--- src/rtl/ce_guard_pkg.sv ---
package ce_guard_pkg;

  typedef enum logic [1:0] {
    GATE_OPEN  = 2'd0,
    GATE_GRACE = 2'd1,
    GATE_SHUT  = 2'd2
  } gateState_t;

  typedef struct packed {
    logic clearCount;
    logic countStep;
    logic passEnable;
  } gateStrobe_t;

endpackage

--- src/rtl/ce_guard_ctrl.sv ---
module ce_guard_ctrl
  import ce_guard_pkg::*;
(
  input  logic        clk,
  input  logic        rstN,
  input  logic        ceInN,
  input  logic        resetActive,
  input  logic        backupMode,
  input  logic        usTick,
  input  logic        graceLast,
  output gateStrobe_t strobes
);

  gateState_t gateState;
  gateState_t gateNext;

  always_comb begin
    gateNext = gateState;
    if (backupMode) begin
      gateNext = GATE_SHUT;
    end else begin
      unique case (gateState)
        GATE_OPEN: begin
          if (resetActive) gateNext = ceInN ? GATE_SHUT : GATE_GRACE;
        end
        GATE_GRACE: begin
          if (!resetActive)              gateNext = GATE_OPEN;
          else if (ceInN)                gateNext = GATE_SHUT;
          else if (usTick && graceLast)  gateNext = GATE_SHUT;
        end
        GATE_SHUT: begin
          if (!resetActive) gateNext = GATE_OPEN;
        end
        default: gateNext = GATE_SHUT;
      endcase
    end
  end

  always_ff @(posedge clk or negedge rstN) begin
    if (!rstN) gateState <= GATE_SHUT;
    else       gateState <= gateNext;
  end

  always_comb begin
    strobes.clearCount = (gateState == GATE_OPEN);
    strobes.countStep  = (gateState == GATE_GRACE) && usTick;
    strobes.passEnable = !backupMode && (!resetActive || gateState != GATE_SHUT);
  end

endmodule

--- src/rtl/ce_guard_dp.sv ---
module ce_guard_dp
  import ce_guard_pkg::*;
#(
  parameter int GRACE_TICKS = 15
) (
  input  logic        clk,
  input  logic        rstN,
  input  logic        ceInN,
  input  gateStrobe_t strobes,
  output logic        graceLast,
  output logic        ceOutN
);

  localparam int CNT_W = (GRACE_TICKS < 2) ? 1 : $clog2(GRACE_TICKS);
  localparam logic [CNT_W-1:0] LAST_VAL = CNT_W'(GRACE_TICKS - 1);

  logic [CNT_W-1:0] graceCnt;

  always_ff @(posedge clk or negedge rstN) begin
    if (!rstN)                  graceCnt <= '0;
    else if (strobes.clearCount) graceCnt <= '0;
    else if (strobes.countStep && graceCnt != LAST_VAL) graceCnt <= graceCnt + 1'b1;
  end

  assign graceLast = (graceCnt == LAST_VAL);
  assign ceOutN    = strobes.passEnable ? ceInN : 1'b1;

endmodule

--- src/rtl/ce_guard_top.sv ---
module ce_guard_top
  import ce_guard_pkg::*;
#(
  parameter int GRACE_TICKS = 15
) (
  input  logic clk,
  input  logic rstN,
  input  logic ceInN,
  input  logic resetActive,
  input  logic backupMode,
  input  logic usTick,
  output logic ceOutN
);

  gateStrobe_t strobes;
  logic        graceLast;

  ce_guard_ctrl u_ctrl (
    .clk        (clk),
    .rstN       (rstN),
    .ceInN      (ceInN),
    .resetActive(resetActive),
    .backupMode (backupMode),
    .usTick     (usTick),
    .graceLast  (graceLast),
    .strobes    (strobes)
  );

  ce_guard_dp #(.GRACE_TICKS(GRACE_TICKS)) u_dp (
    .clk      (clk),
    .rstN     (rstN),
    .ceInN    (ceInN),
    .strobes  (strobes),
    .graceLast(graceLast),
    .ceOutN   (ceOutN)
  );

endmodule

--- config.mk ---
export PLATFORM = sky130hd
export DESIGN_NAME = ce_guard_top
export DESIGN_NICKNAME = d
export VERILOG_FILES = /design/src/rtl/ce_guard_pkg.sv /design/src/rtl/ce_guard_ctrl.sv /design/src/rtl/ce_guard_dp.sv /design/src/rtl/ce_guard_top.sv
export SDC_FILE = /design/constraint.sdc
export NUM_CORES = 1
export LEC_CHECK = 0
export BUFFER_PORTS_ARGS = -buffer_cell sky130_fd_sc_hd__buf_2
export CORE_AREA = 2 2 39 41
export CTS_CLUSTER_DIAMETER = 100
export CTS_CLUSTER_SIZE = 24
export DETAILED_ROUTE_END_ITERATION = 7
export DIE_AREA = 0 0 41 43
export PLACE_DENSITY = 0.42
export RECOVER_POWER = 100
export SLEW_MARGIN = 20
export SYNTH_ARGS = -nofsm -noshare
export SYNTH_HDL_FRONTEND = slang
export SYNTH_SLANG_ARGS = --single-unit
--- constraint.sdc ---
create_clock -name clk -period 1.75 [get_ports clk]
set_input_delay 0.525 -clock clk [delete_from_list [all_inputs] [get_ports clk]]
set_output_delay 0.525 -clock clk [all_outputs]
set_load 0.005 [all_outputs]
==> implementation parameters, run 1 <==
Parameter                              Value

Clocking
  Clock sink count    6
  Number of CTS-inserted buffers    3
  Post-cts sizing count    0
  TritonCTS clock tree    done
  Clock latency on the worst-skew pair    roughly 0.26 ns
  CTS H-Tree Depth    1
  Cts-stage hold buffer count    0
  Clock slew at the register clock pins of the worst setup and hold paths    0.06 ns
  Clock Tree Root    sky130_fd_sc_hd__clkbuf_4
  Longest Clk Path Bufs    2
  Post-CTS Setup Inserts    0

STA
  Maximum frequency from static timing analysis    between 0.6 and 0.7 GHz
  Number of max-slew violations in the final report    0
  Hold Violations, Final    0
  Slew at the pin closest to its max-slew limit    between 0.3 and 0.4 ns
  Unrepaired setup endpoints after global routing    no
  Final-report setup violation count    0
  Post-layout min period    1.607 ns
  Final Skew    roughly 0.010 ns
  Final TNS setup    0 ns
  Final Cycle Share    0.9185
  Worst slew margin    0.7774

Pwr
  Portion of total power attributed to sequential cells    0.461
  Cell-internal power    between 200 and 250 uW
  Static leakage    around 0.18 nW
  Comb power frac    0.066
  Switching share of total power    0.2441
  Relative contribution of the clock network to total power    0.473
  Worst vdd rail ir drop    0.2683 mV
  Power Density    between 700 and 800 nW/um^2
  Reported net switching power    approximately 77 uW

Floorplanning
  Starting utilization of the core area    0.2495
  Floorplan core area    roughly 1400 sq um
  Number of I/O pins    7
  Die extent in y    roughly 43 um
  Number of placement rows    14
  Die outline area    1763 sq um
  Horizontal extent of the die    41 um

Final layout
  Count of nets after finishing    53
  Area growth syn-to-layout    18.48%
  Ant diodes    0
  Fraction of layout instances using a drive strength above 1    0.2500
  Commonest cells after routing, fill and taps aside    sky130_fd_sc_hd__buf_2, sky130_fd_sc_hd__dfrtp_1, sky130_fd_sc_hd__clkbuf_4
  Final cell count without fillers    60

Routing
  Via total after detailed routing    around 300
  Detail-routed via count per cell    roughly 5.1
  Initial DRC count    7
  Wirelength per Cell    ~12 um
  Detailed-route DRC error count    0
  Pre-antenna DRT Iters    4
  DRT Wirelength    between 700 and 800 um
  Remaining antenna violation count    0

Placed design
  Weighted congestion reported at the end of routability-driven placement    ~0.66
  Count of placed standard cells including taps    56
  IO Port Bufs    6
  Post-detailed-placement half-perimeter wirelength    517.2 um

Global route
  Aggregate global routing overflow    0
  Global Route Usage Sum    0.1095
  Wire length of the first global-routing pass    between 1000 and 1500 um
  Antenna violations before repair    0
  Number of global-route vias before repair    283
  Pin count of the biggest net entering global routing    9

Setup path
  Buffers & Inverters on Critical Path    1
  CP startpoint kind    register
  Delay of the slowest cell on the worst path    roughly 0.58 ns
  Worst-path fanout max    7
  Data arrival at the endpoint of the critical path    ~1.1 ns
  Crit path capture type    primary output
  Critical-path cell list    nand3b_1, nand2_1, buf_2
  Setup Crit Path Kind    register to primary output
  Cell type of the slowest stage on the worst timing path    sky130_fd_sc_hd__dfstp_2
  Kind of cell adding the most delay to the critical path    flip-flops
  Data required time at the worst endpoint    1.22 ns

Outcome
  Result of the run    complete, no violations

Yosys
  Count of different cell masters after synthesis    21
  Warning count from the yosys run    0
  Post-Synth Simple-Gate Area    0.2500
  Register bit total from synthesis    6
  Complex-gate fraction of the synthesized area    0.1848
  Sequential-to-total area share from yosys stat    0.4384
  Combinational family with the most area after synthesis    simple AND/OR/NAND/NOR gates
  Mux contribution to synthesized area    0
  Gate count of the mapped netlist    35
  Adder and majority cell fraction of the synthesized area    0.07246
  Mean Syn Cell Area    between 9 and 10 sq um
  Net count after synthesis    43
  Area of the mapped netlist    about 350 sq um
  Xor/xnor share of the synthesized area    0

Job
  MaxCap Viol Count    0

Hold path
  Worst hold path type    primary input to asynchronous set/reset pin
## registers in the layout (all words and copies together) (netlist names)
register          flops
u_ctrl.gateState      2
u_dp.graceCnt         4
## cell families after synthesis
| logic type | after synthesis |
|---|---|
| buffers and inverters | 3 |
| AO/OA/AOI/OAI | 10 |
| AND/OR/NAND/NOR | 14 |
| flip-flops | 6 |
| adder cells (fa/ha/maj) | 2 |
## worst paths after layout
path,cells after the start,slack (ns),endpoint,startpoint
max in group asynchronous,1,1.31,u_ctrl.gateState[1]$_DFFE_PN1P_,rstN
hold reg to reg,1,0.48,u_dp.graceCnt[3]$_DFFE_PN0P_,u_dp.graceCnt[3]$_DFFE_PN0P_
setup reg to reg,5,0.27,u_dp.graceCnt[3]$_DFFE_PN0P_,u_dp.graceCnt[0]$_DFFE_PN0P_
setup / recovery,3,0.14,ceOutN,u_ctrl.gateState[1]$_DFFE_PN1P_
min in group clk,1,0.48,u_dp.graceCnt[3]$_DFFE_PN0P_,u_dp.graceCnt[3]$_DFFE_PN0P_
hold / removal,1,0.13,u_dp.graceCnt[2]$_DFFE_PN0P_,rstN
## metal layers
| metal | share of wire | wire length [um] | track usage | vias up |
|---|---|---|---|---|
| met5 | 0 | 0 | 0 | - |
| met4 | 0.041 | 29 | 0.1200 | 0 |
| met3 | 0.071 | 50 | 0.04712 | 4 |
| met2 | 0.44 | 312 | 0.1313 | 11 |
| met1 | 0.44 | 313 | 0.1296 | 142 |
| li1 | - | - | - | 150 |
## synthesized netlist by cell type (all sizes together)
cell | instances | area (sq um)
nand4 | 1 | 6.260
nor2 | 2 | 7.510
ha | 2 | 25.02
or2 | 1 | 6.260
inv | 2 | 7.510
a21oi | 2 | 10.01
and3 | 1 | 6.260
nand3 | 1 | 5.000
o31ai | 2 | 15.01
nand3b | 3 | 26.27
or3 | 2 | 12.51
o311ai | 2 | 17.52
dfrtp | 5 | 125.1
a31oi | 1 | 6.260
buf | 1 | 11.26
nand2 | 2 | 7.510
o21ai | 3 | 15.01
nand4b | 1 | 8.760
dfstp | 1 | 26.28
## power groups by stage
stage | logic [mW] | clock network, mW | registers [mW]
floorplan | 0.00947 | 0 | 0.147
global placement | 0.0209 | 0 | 0.148
detailed placement | 0.0218 | 0 | 0.149
CTS | 0.0219 | 0.154 | 0.146
global route | 0.0241 | 0.160 | 0.147
finish | 0.0210 | 0.150 | 0.146
## per-stage QoR
| stage | utilization | power [mW] | hold slack, ns | area [sq um] | worst slack (ns) |
|---|---|---|---|---|---|
| final | 0.2957 | 0.3173 | 0.1321 | 409.1 | 0.1426 |
| after global routing | 0.2957 | 0.3313 | 0.1538 | 409.1 | 0.09236 |
| after CTS | 0.2966 | 0.3217 | 0.07969 | 410.4 | 0.1324 |
| after detailed placement | 0.2776 | 0.1703 | 0.3560 | 384.1 | 0.2850 |
| after global placement | 0.2776 | 0.1690 | 0.3574 | 384.1 | 0.3050 |
| after floorplan | - | 0.1568 | 0.2294 | 345.3 | 0.3689 |
## worst reg2reg max path, cell delays in order, from the launching register on
cell and delay (ns):
sky130_fd_sc_hd__dfrtp_1 0.40, sky130_fd_sc_hd__inv_1 0.06, sky130_fd_sc_hd__ha_1 0.18, sky130_fd_sc_hd__and3_1 0.22
sky130_fd_sc_hd__o311ai_0 0.35, sky130_fd_sc_hd__o31ai_1 0.12
## cell type report
class | instances | area [sq um]
fill | 151 | 974.7
multi-input combinational | 26 | 175.2
sequential | 6 | 151.4
timing repair buffer | 6 | 28.78
clock buffer | 4 | 26.28
tap | 16 | 20.02
inverter | 2 | 7.507
No activity file was read; power rests on OpenSTA's default activity.
==> inputs of run 2 (changes only) <==
--- a/config.mk
+++ b/config.mk
@@ -8,3 +8,3 @@
 export BUFFER_PORTS_ARGS = -buffer_cell sky130_fd_sc_hd__buf_2
-export CORE_AREA = 2 2 39 41
+export CORE_AREA = 4 4 41 43
 export CTS_CLUSTER_DIAMETER = 100
@@ -12,3 +12,3 @@
 export DETAILED_ROUTE_END_ITERATION = 7
-export DIE_AREA = 0 0 41 43
+export DIE_AREA = 0 0 45 47
 export PLACE_DENSITY = 0.42
==> constraint.sdc (replaced) <==
create_clock -name clk -period 1.75 [get_ports clk]
set_input_delay 0.35 -clock clk [delete_from_list [all_inputs] [get_ports clk]]
set_output_delay 0.35 -clock clk [all_outputs]
set_load 0.005 [all_outputs]
==> run 2 against run 1 <==
  * Die area increased by 20%
  * Critical path depth grew 2
  * Count of clock-buffer cells in the layout unchanged
  * Sequential share of layout area is 0.78 points lower
  * Clock power shrank 5%
  * Global-route usage decreased by 1.5 points
  * Cell count stayed put
  * Sequential power about the same
  * Combinational power up 12%
  * Critical endpoint is now u_dp.graceCnt[3]$_DFFE_PN0P_
==> implementation parameters, run 2 (same netlist as run 1, synthesis figures left out) <==
Parameter                              Value

Outcome
  Result of the run    complete, no violations

STA
  Final Skew    0.004106 ns (-0.005884 ns)
  Final TNS setup    0 ns (unchanged)
  Unrepaired setup endpoints after global routing    no
  Worst slew margin    0.7809 (+0.003490)
  Post-layout min period    1.522 ns (-0.08525 ns)
  Hold Violations, Final    0 (unchanged)
  Final-report setup violation count    0 (unchanged)
  Number of max-slew violations in the final report    0 (unchanged)
  Final Cycle Share    0.8698 (-0.04871)
  Least setup slack across all paths after layout    0.2278 ns (+0.08525 ns)
  Maximum frequency from static timing analysis    0.6569 GHz (+5.6%)
  Slew at the pin closest to its max-slew limit    0.3246 ns (-0.009354 ns)

Global route
  Aggregate global routing overflow    0 (unchanged)
  Wire length of the first global-routing pass    1359 um (+17%)
  Global Route Usage Sum    0.09444 (-0.01509)
  Top Usage Layer GRT    met2
  Met2 track utilization from global routing    0.1554 (+0.02412)
  Antenna violations before repair    0 (unchanged)
  Pin count of the biggest net entering global routing    9 (unchanged)
  Met3 global-route usage    0.05747 (+0.01035)
  Met1 Track Usage GR    0.09217 (-0.03740)
  Number of global-route vias before repair    310 (+9.5%)

Setup path
  Kind of cell adding the most delay to the critical path    compound AO/OA/AOI/OAI gates
  Reg-to-reg critical path startpoint    u_dp.graceCnt[0]$_DFFE_PN0P_
  Data arrival at the endpoint of the critical path    1.64 ns (+0.56 ns)
  FF-to-FF End    u_dp.graceCnt[3]$_DFFE_PN0P_
  Cell type of the slowest stage on the worst timing path    sky130_fd_sc_hd__dfrtp_1
  CP startpoint kind    register
  Depth of the most critical reg-to-reg path    5 (unchanged)
  Data required time at the worst endpoint    1.86 ns (+0.64 ns)
  Number of cells on the critical path    5 (+2)
  Buffers & Inverters on Critical Path    1 (unchanged)
  FF-to-FF setup slack    0.23 ns (-0.04 ns)
  Setup Crit Path Kind    register to register
  Delay of the slowest cell on the worst path    0.41 ns (-0.17 ns)
  Worst-path fanout max    8 (+1)
  Critical-path cell list    inv_1, ha_1, and3_1, o311ai_0, o31ai_1
  Crit path capture type    register

Clocking
  Number of CTS-inserted buffers    3 (unchanged)
  Clock Tree Root    sky130_fd_sc_hd__clkbuf_4
  Clock sink count    6 (unchanged)
  Clock slew at the register clock pins of the worst setup and hold paths    0.05 ns (about the same)
  Clock latency on the worst-skew pair    0.25 ns (about the same)
  CTS H-Tree Depth    1 (unchanged)
  Cts-stage hold buffer count    1 (+1)
  Post-cts sizing count    0 (unchanged)
  TritonCTS clock tree    done
  Longest Clk Path Bufs    2 (unchanged)
  Post-CTS Setup Inserts    0 (unchanged)

Placed design
  Post-Place Cell Area    382.9 sq um (-0.33%)
  IO Port Bufs    6 (unchanged)
  Minimum setup slack after placement    0.2994 ns (+0.01437 ns)
  Weighted congestion reported at the end of routability-driven placement    0.6286 (-4.2%)

Final layout
  Fraction of layout instances using a drive strength above 1    0.2222 (-0.02778)
  Fraction of the core area covered by cells at the end of the flow    0.3212 (+0.02549)
  Count of nets after finishing    54 (+1.9%)
  Number of flip-flops under the largest register name    4 (unchanged)
  Ant diodes    0 (unchanged)
  Cell area after layout    417.9 sq um (+2.1%)
  Commonest cells after routing, fill and taps aside    sky130_fd_sc_hd__buf_2, sky130_fd_sc_hd__dfrtp_1, sky130_fd_sc_hd__clkbuf_4
  Register bank with the most flops    u_dp.graceCnt
  Biggest regs    u_dp.graceCnt: 4 flops, u_ctrl.gateState: 2 flops
  Area growth syn-to-layout    21.01%

Hold path
  WHS Endpoint    u_ctrl.gateState[1]$_DFFE_PN1P_
  Hold Path Origin    backupMode
  Depth of the worst hold-timing path    2
  Worst hold path type    primary input to register

Routing
  Remaining antenna violation count    0 (unchanged)
  Wirelength per Cell    13.50 um (+15%)
  Via total after detailed routing    315 (+2.6%)
  DRT Wirelength    810 um (+15%)
  Pre-antenna DRT Iters    4 (unchanged)
  Detailed-route DRC error count    0 (unchanged)
  Initial DRC count    7 (unchanged)
  Detail-routed via count per cell    5.250 (+2.6%)

Floorplanning
  Floorplan core area    1301 sq um (-6.0%)
  Die outline area    2115 sq um (+20%)
  Number of placement rows    13 (-1)
  Die extent in y    47 um (+9.3%)
  Horizontal extent of the die    45 um (+9.8%)
  Number of I/O pins    7 (unchanged)
  Starting utilization of the core area    0.2654 (+0.01584)

Job
  MaxCap Viol Count    0 (unchanged)

Pwr
  Worst vdd rail ir drop    0.3103 mV (+16%)
  Power Density    746.7 nW/um^2 (-3.7%)
  Static leakage    0.1817 nW (+1.8%)
==> run 2: worst max path at each step <==
stage	startpoint	endpoint	slack, ns
2_1_floorplan	u_dp.graceCnt[0]$_DFFE_PN0P_	u_dp.graceCnt[0]$_DFFE_PN0P_	0.37
3_3_place_gp	u_dp.graceCnt[0]$_DFFE_PN0P_	u_dp.graceCnt[1]$_DFFE_PN0P_	0.33
3_5_place_dp	u_dp.graceCnt[0]$_DFFE_PN0P_	u_dp.graceCnt[3]$_DFFE_PN0P_	0.30
4_1_cts	u_dp.graceCnt[0]$_DFFE_PN0P_	u_dp.graceCnt[1]$_DFFE_PN0P_	0.28
5_1_grt	u_dp.graceCnt[0]$_DFFE_PN0P_	u_dp.graceCnt[2]$_DFFE_PN0P_	0.09
6_report	u_dp.graceCnt[0]$_DFFE_PN0P_	u_dp.graceCnt[3]$_DFFE_PN0P_	0.23
==> run 2: layout make-up <==
type,instances,area [sq um]
inverters,2,7.507
repair buffers,7,38.79
flip-flops and latches,6,151.4
fillers,156,883.3
well taps,15,18.77
multi-input cells,26,175.2
clock buffers,4,26.28
==> run 2: routing by layer <==
layer	vias to the layer above	part of all wire
li1	153	-
met1	153	0.41
met2	7	0.53
met3	2	0.046
met4	0	0.0074
met5	-	0
==> run 2: power by group <==
part / switching, mW / internal (mW)
clock: 0.0558 / 0.0867
sequential: 0.00379 / 0.142
combinational: 0.0121 / 0.0116
total: 0.0717 / 0.240
==> run 2: worst reg2reg max path: stages, from the launching register on <==
cell	delay [ns]
sky130_fd_sc_hd__dfrtp_1	0.41
sky130_fd_sc_hd__inv_1	0.06
sky130_fd_sc_hd__ha_1	0.19
sky130_fd_sc_hd__and3_1	0.22
sky130_fd_sc_hd__o311ai_0	0.38
sky130_fd_sc_hd__o31ai_1	0.13
==> run 2: per-stage QoR <==
stage                     cells  total power, mW  hold slack, ns
after detailed placement     55           0.1705          0.1828
after global placement       55           0.1692          0.1828
final                        60           0.3120          0.3249
after CTS                    60           0.3181          0.3160
after global routing         60           0.3317          0.3172
after floorplan              35           0.1568         0.05441
==> inputs of run 3 (changes only) <==
REMOVE_ABC_BUFFERS = 1   (was default)
==> run 3 against run 2 <==
  * Wire length is 17% lower
  * Largest power group is now clock
  * Via count down 5.1%
  * Count of clock-buffer cells in the layout unchanged
  * Clock skew increased by 0.0075 ns
  * Combinational power decreased by 3%
==> implementation parameters, run 3 (same netlist as run 1, synthesis figures left out) <==
Parameter                              Value

STA
  Final-report setup violation count    0 (unchanged)
  Unrepaired setup endpoints after global routing    no
  Number of max-slew violations in the final report    0 (unchanged)
  Final Cycle Share    0.8377 (-0.03213)
  Post-layout min period    1.466 ns (-0.05622 ns)
  Slew at the pin closest to its max-slew limit    0.3418 ns (+0.01725 ns)
  Maximum frequency from static timing analysis    0.6821 GHz (+3.8%)
  Worst-case hold slack    0.3289 ns (+0.004005 ns)
  Hold Violations, Final    0 (unchanged)
  Worst slew margin    0.7721 (-0.008751)
  Least setup slack across all paths after layout    0.2840 ns (+0.05622 ns)
  Final Skew    0.01161 ns (+0.007503 ns)
  Final TNS setup    0 ns (unchanged)

Clocking
  Clock sink count    6 (unchanged)
  Clock Tree Root    sky130_fd_sc_hd__clkbuf_4
  Number of CTS-inserted buffers    3 (unchanged)
  CTS H-Tree Depth    1 (unchanged)
  Clock slew at the register clock pins of the worst setup and hold paths    0.04 ns (about the same)
  Longest Clk Path Bufs    2 (unchanged)
  TritonCTS clock tree    done
  Clock latency on the worst-skew pair    0.25 ns (about the same)

Pwr
  Portion of total power attributed to sequential cells    0.463 (-0.004)
  Static leakage    0.1817 nW (about the same)
  Power Density    751.2 nW/um^2 (+0.61%)
  Switching share of total power    0.2340 (+0.004289)
  Cell-internal power    240.5 uW (about the same)
  Worst vdd rail ir drop    0.3339 mV (+7.6%)
  Reported net switching power    73.45 uW (+2.5%)
  Comb power frac    0.073 (-0.003)
  Sum of internal, switching and leakage power    313.9 uW (+0.61%)
  Relative contribution of the clock network to total power    0.464 (+0.007)

Floorplanning
  Die extent in y    47 um (unchanged)
  Number of placement rows    13 (unchanged)
  Starting utilization of the core area    0.2654 (unchanged)
  Floorplan core area    1301 sq um (unchanged)
  Horizontal extent of the die    45 um (unchanged)
  Die outline area    2115 sq um (unchanged)
  Number of I/O pins    7 (unchanged)

Setup path
  CP startpoint kind    register
  Data required time at the worst endpoint    1.40 ns (-0.46 ns)
  Setup Crit Path Kind    register to primary output
  Crit path capture type    primary output
  Data arrival at the endpoint of the critical path    1.12 ns (-0.52 ns)
  Worst-path fanout max    7 (-1)

Routing
  Via total after detailed routing    299 (-5.1%)
  Detail-routed via count per cell    4.983 (-5.1%)
  DRT Wirelength    675 um (-17%)
  Remaining antenna violation count    0 (unchanged)
  Pre-antenna DRT Iters    2 (-2)
  Wirelength per Cell    11.25 um (-17%)
  Detailed-route DRC error count    0 (unchanged)
  Initial DRC count    2 (-5)

Final layout
  Register bank with the most flops    u_dp.graceCnt
  Fraction of layout instances using a drive strength above 1    0.2222 (unchanged)
  Final cell count without fillers    60 (unchanged)
  Fill count    139 (-11%)
  Count of nets after finishing    54 (unchanged)
  Area growth syn-to-layout    21.01% (unchanged)
  Biggest regs    u_dp.graceCnt: 4 flops, u_ctrl.gateState: 2 flops
  Ant diodes    0 (unchanged)
  Number of flip-flops under the largest register name    4 (unchanged)
  Commonest cells after routing, fill and taps aside    sky130_fd_sc_hd__buf_2, sky130_fd_sc_hd__dfrtp_1, sky130_fd_sc_hd__clkbuf_4

Outcome
  Result of the run    complete, no violations

Global route
  Antenna violations before repair    0 (unchanged)
  Global Route Usage Sum    0.08234 (-0.01210)
  Aggregate global routing overflow    0 (unchanged)
  Pin count of the biggest net entering global routing    9 (unchanged)
  Number of global-route vias before repair    296 (-4.5%)
  Wire length of the first global-routing pass    1200 um (-12%)

Placed design
  Minimum setup slack after placement    0.3265 ns (+0.02707 ns)
  IO Port Bufs    6 (unchanged)
  Weighted congestion reported at the end of routability-driven placement    0.7676 (+22%)
  Count of placed standard cells including taps    55 (unchanged)
  Post-detailed-placement half-perimeter wirelength    between 500 and 600 um

Job
  MaxCap Viol Count    0 (unchanged)

Hold path
  Worst hold path type    primary input to register
run 3: cell counts in the layout (fill, tap and decap cells not counted):
Identical to the previous run, type by type.
run 3: critical path, stage by stage (launching register included):
cell and delay [ns]:
sky130_fd_sc_hd__dfstp_1 0.60, sky130_fd_sc_hd__nand3b_1 0.10, sky130_fd_sc_hd__nand2_1 0.07, sky130_fd_sc_hd__buf_2 0.10
run 3: per-stage QoR:
stage | util | instance area [sq um]
global route | 0.3212 | 417.9
detailed placement | 0.2942 | 382.9
global placement | 0.2942 | 382.9
finish | 0.3212 | 417.9
CTS | 0.3221 | 419.2
floorplan | - | 334.1
run 3: cell type report:
| cell class | instances | area [sq um] | area share |
|---|---|---|---|
| Clock buffer | 4 | 26.28 | 0.06287 |
| Inverter | 2 | 7.507 | 0.01796 |
| Multi-Input combinational cell | 26 | 175.2 | 0.4192 |
| Sequential cell | 6 | 151.4 | 0.3623 |
| Tap cell | 15 | 18.77 | 0.04491 |
| Timing Repair Buffer | 7 | 38.79 | 0.09281 |
run 3: per-layer routing:
metal,up-vias,share of wire,GRT usage
met5,-,0,0
met2,10,0.39,0.1045
met1,135,0.50,0.1121
met3,3,0.081,0.04598
met4,0,0.021,0.03509
li1,151,-,-
run 3: final timing paths:
path                                            startpoint                              end  slack, ns  depth (start not counted)
min                                             backupMode  u_ctrl.gateState[1]$_DFFE_PN1P_       0.33                          2
min in group asynchronous                             rstN     u_dp.graceCnt[2]$_DFFE_PN0P_       0.51                          2
max in group asynchronous                             rstN  u_ctrl.gateState[1]$_DFFE_PN1P_       0.94                          2
max                        u_ctrl.gateState[1]$_DFFE_PN1P_                           ceOutN       0.28                          3
min reg2reg                   u_dp.graceCnt[3]$_DFFE_PN0P_     u_dp.graceCnt[3]$_DFFE_PN0P_       0.48                          1
max reg2reg                   u_dp.graceCnt[0]$_DFFE_PN0P_     u_dp.graceCnt[3]$_DFFE_PN0P_       0.31                          5
run 3: repair_timing:
action / CTS / global route
hold buffers: 1 / 0
hold endpoints to repair: 5 / 0
gates resized for setup: 0 / 0
buffers inserted: 0 / 0
run 3: power by group through the flow:
stage	Combinational [mW]	Clock, mW	Sequential (mW)
finish	0.0229	0.146	0.145
global route	0.0261	0.161	0.146
CTS	0.0237	0.153	0.146
detailed placement	0.0220	0	0.148
global placement	0.0209	0	0.148
floorplan	0.00947	0	0.147
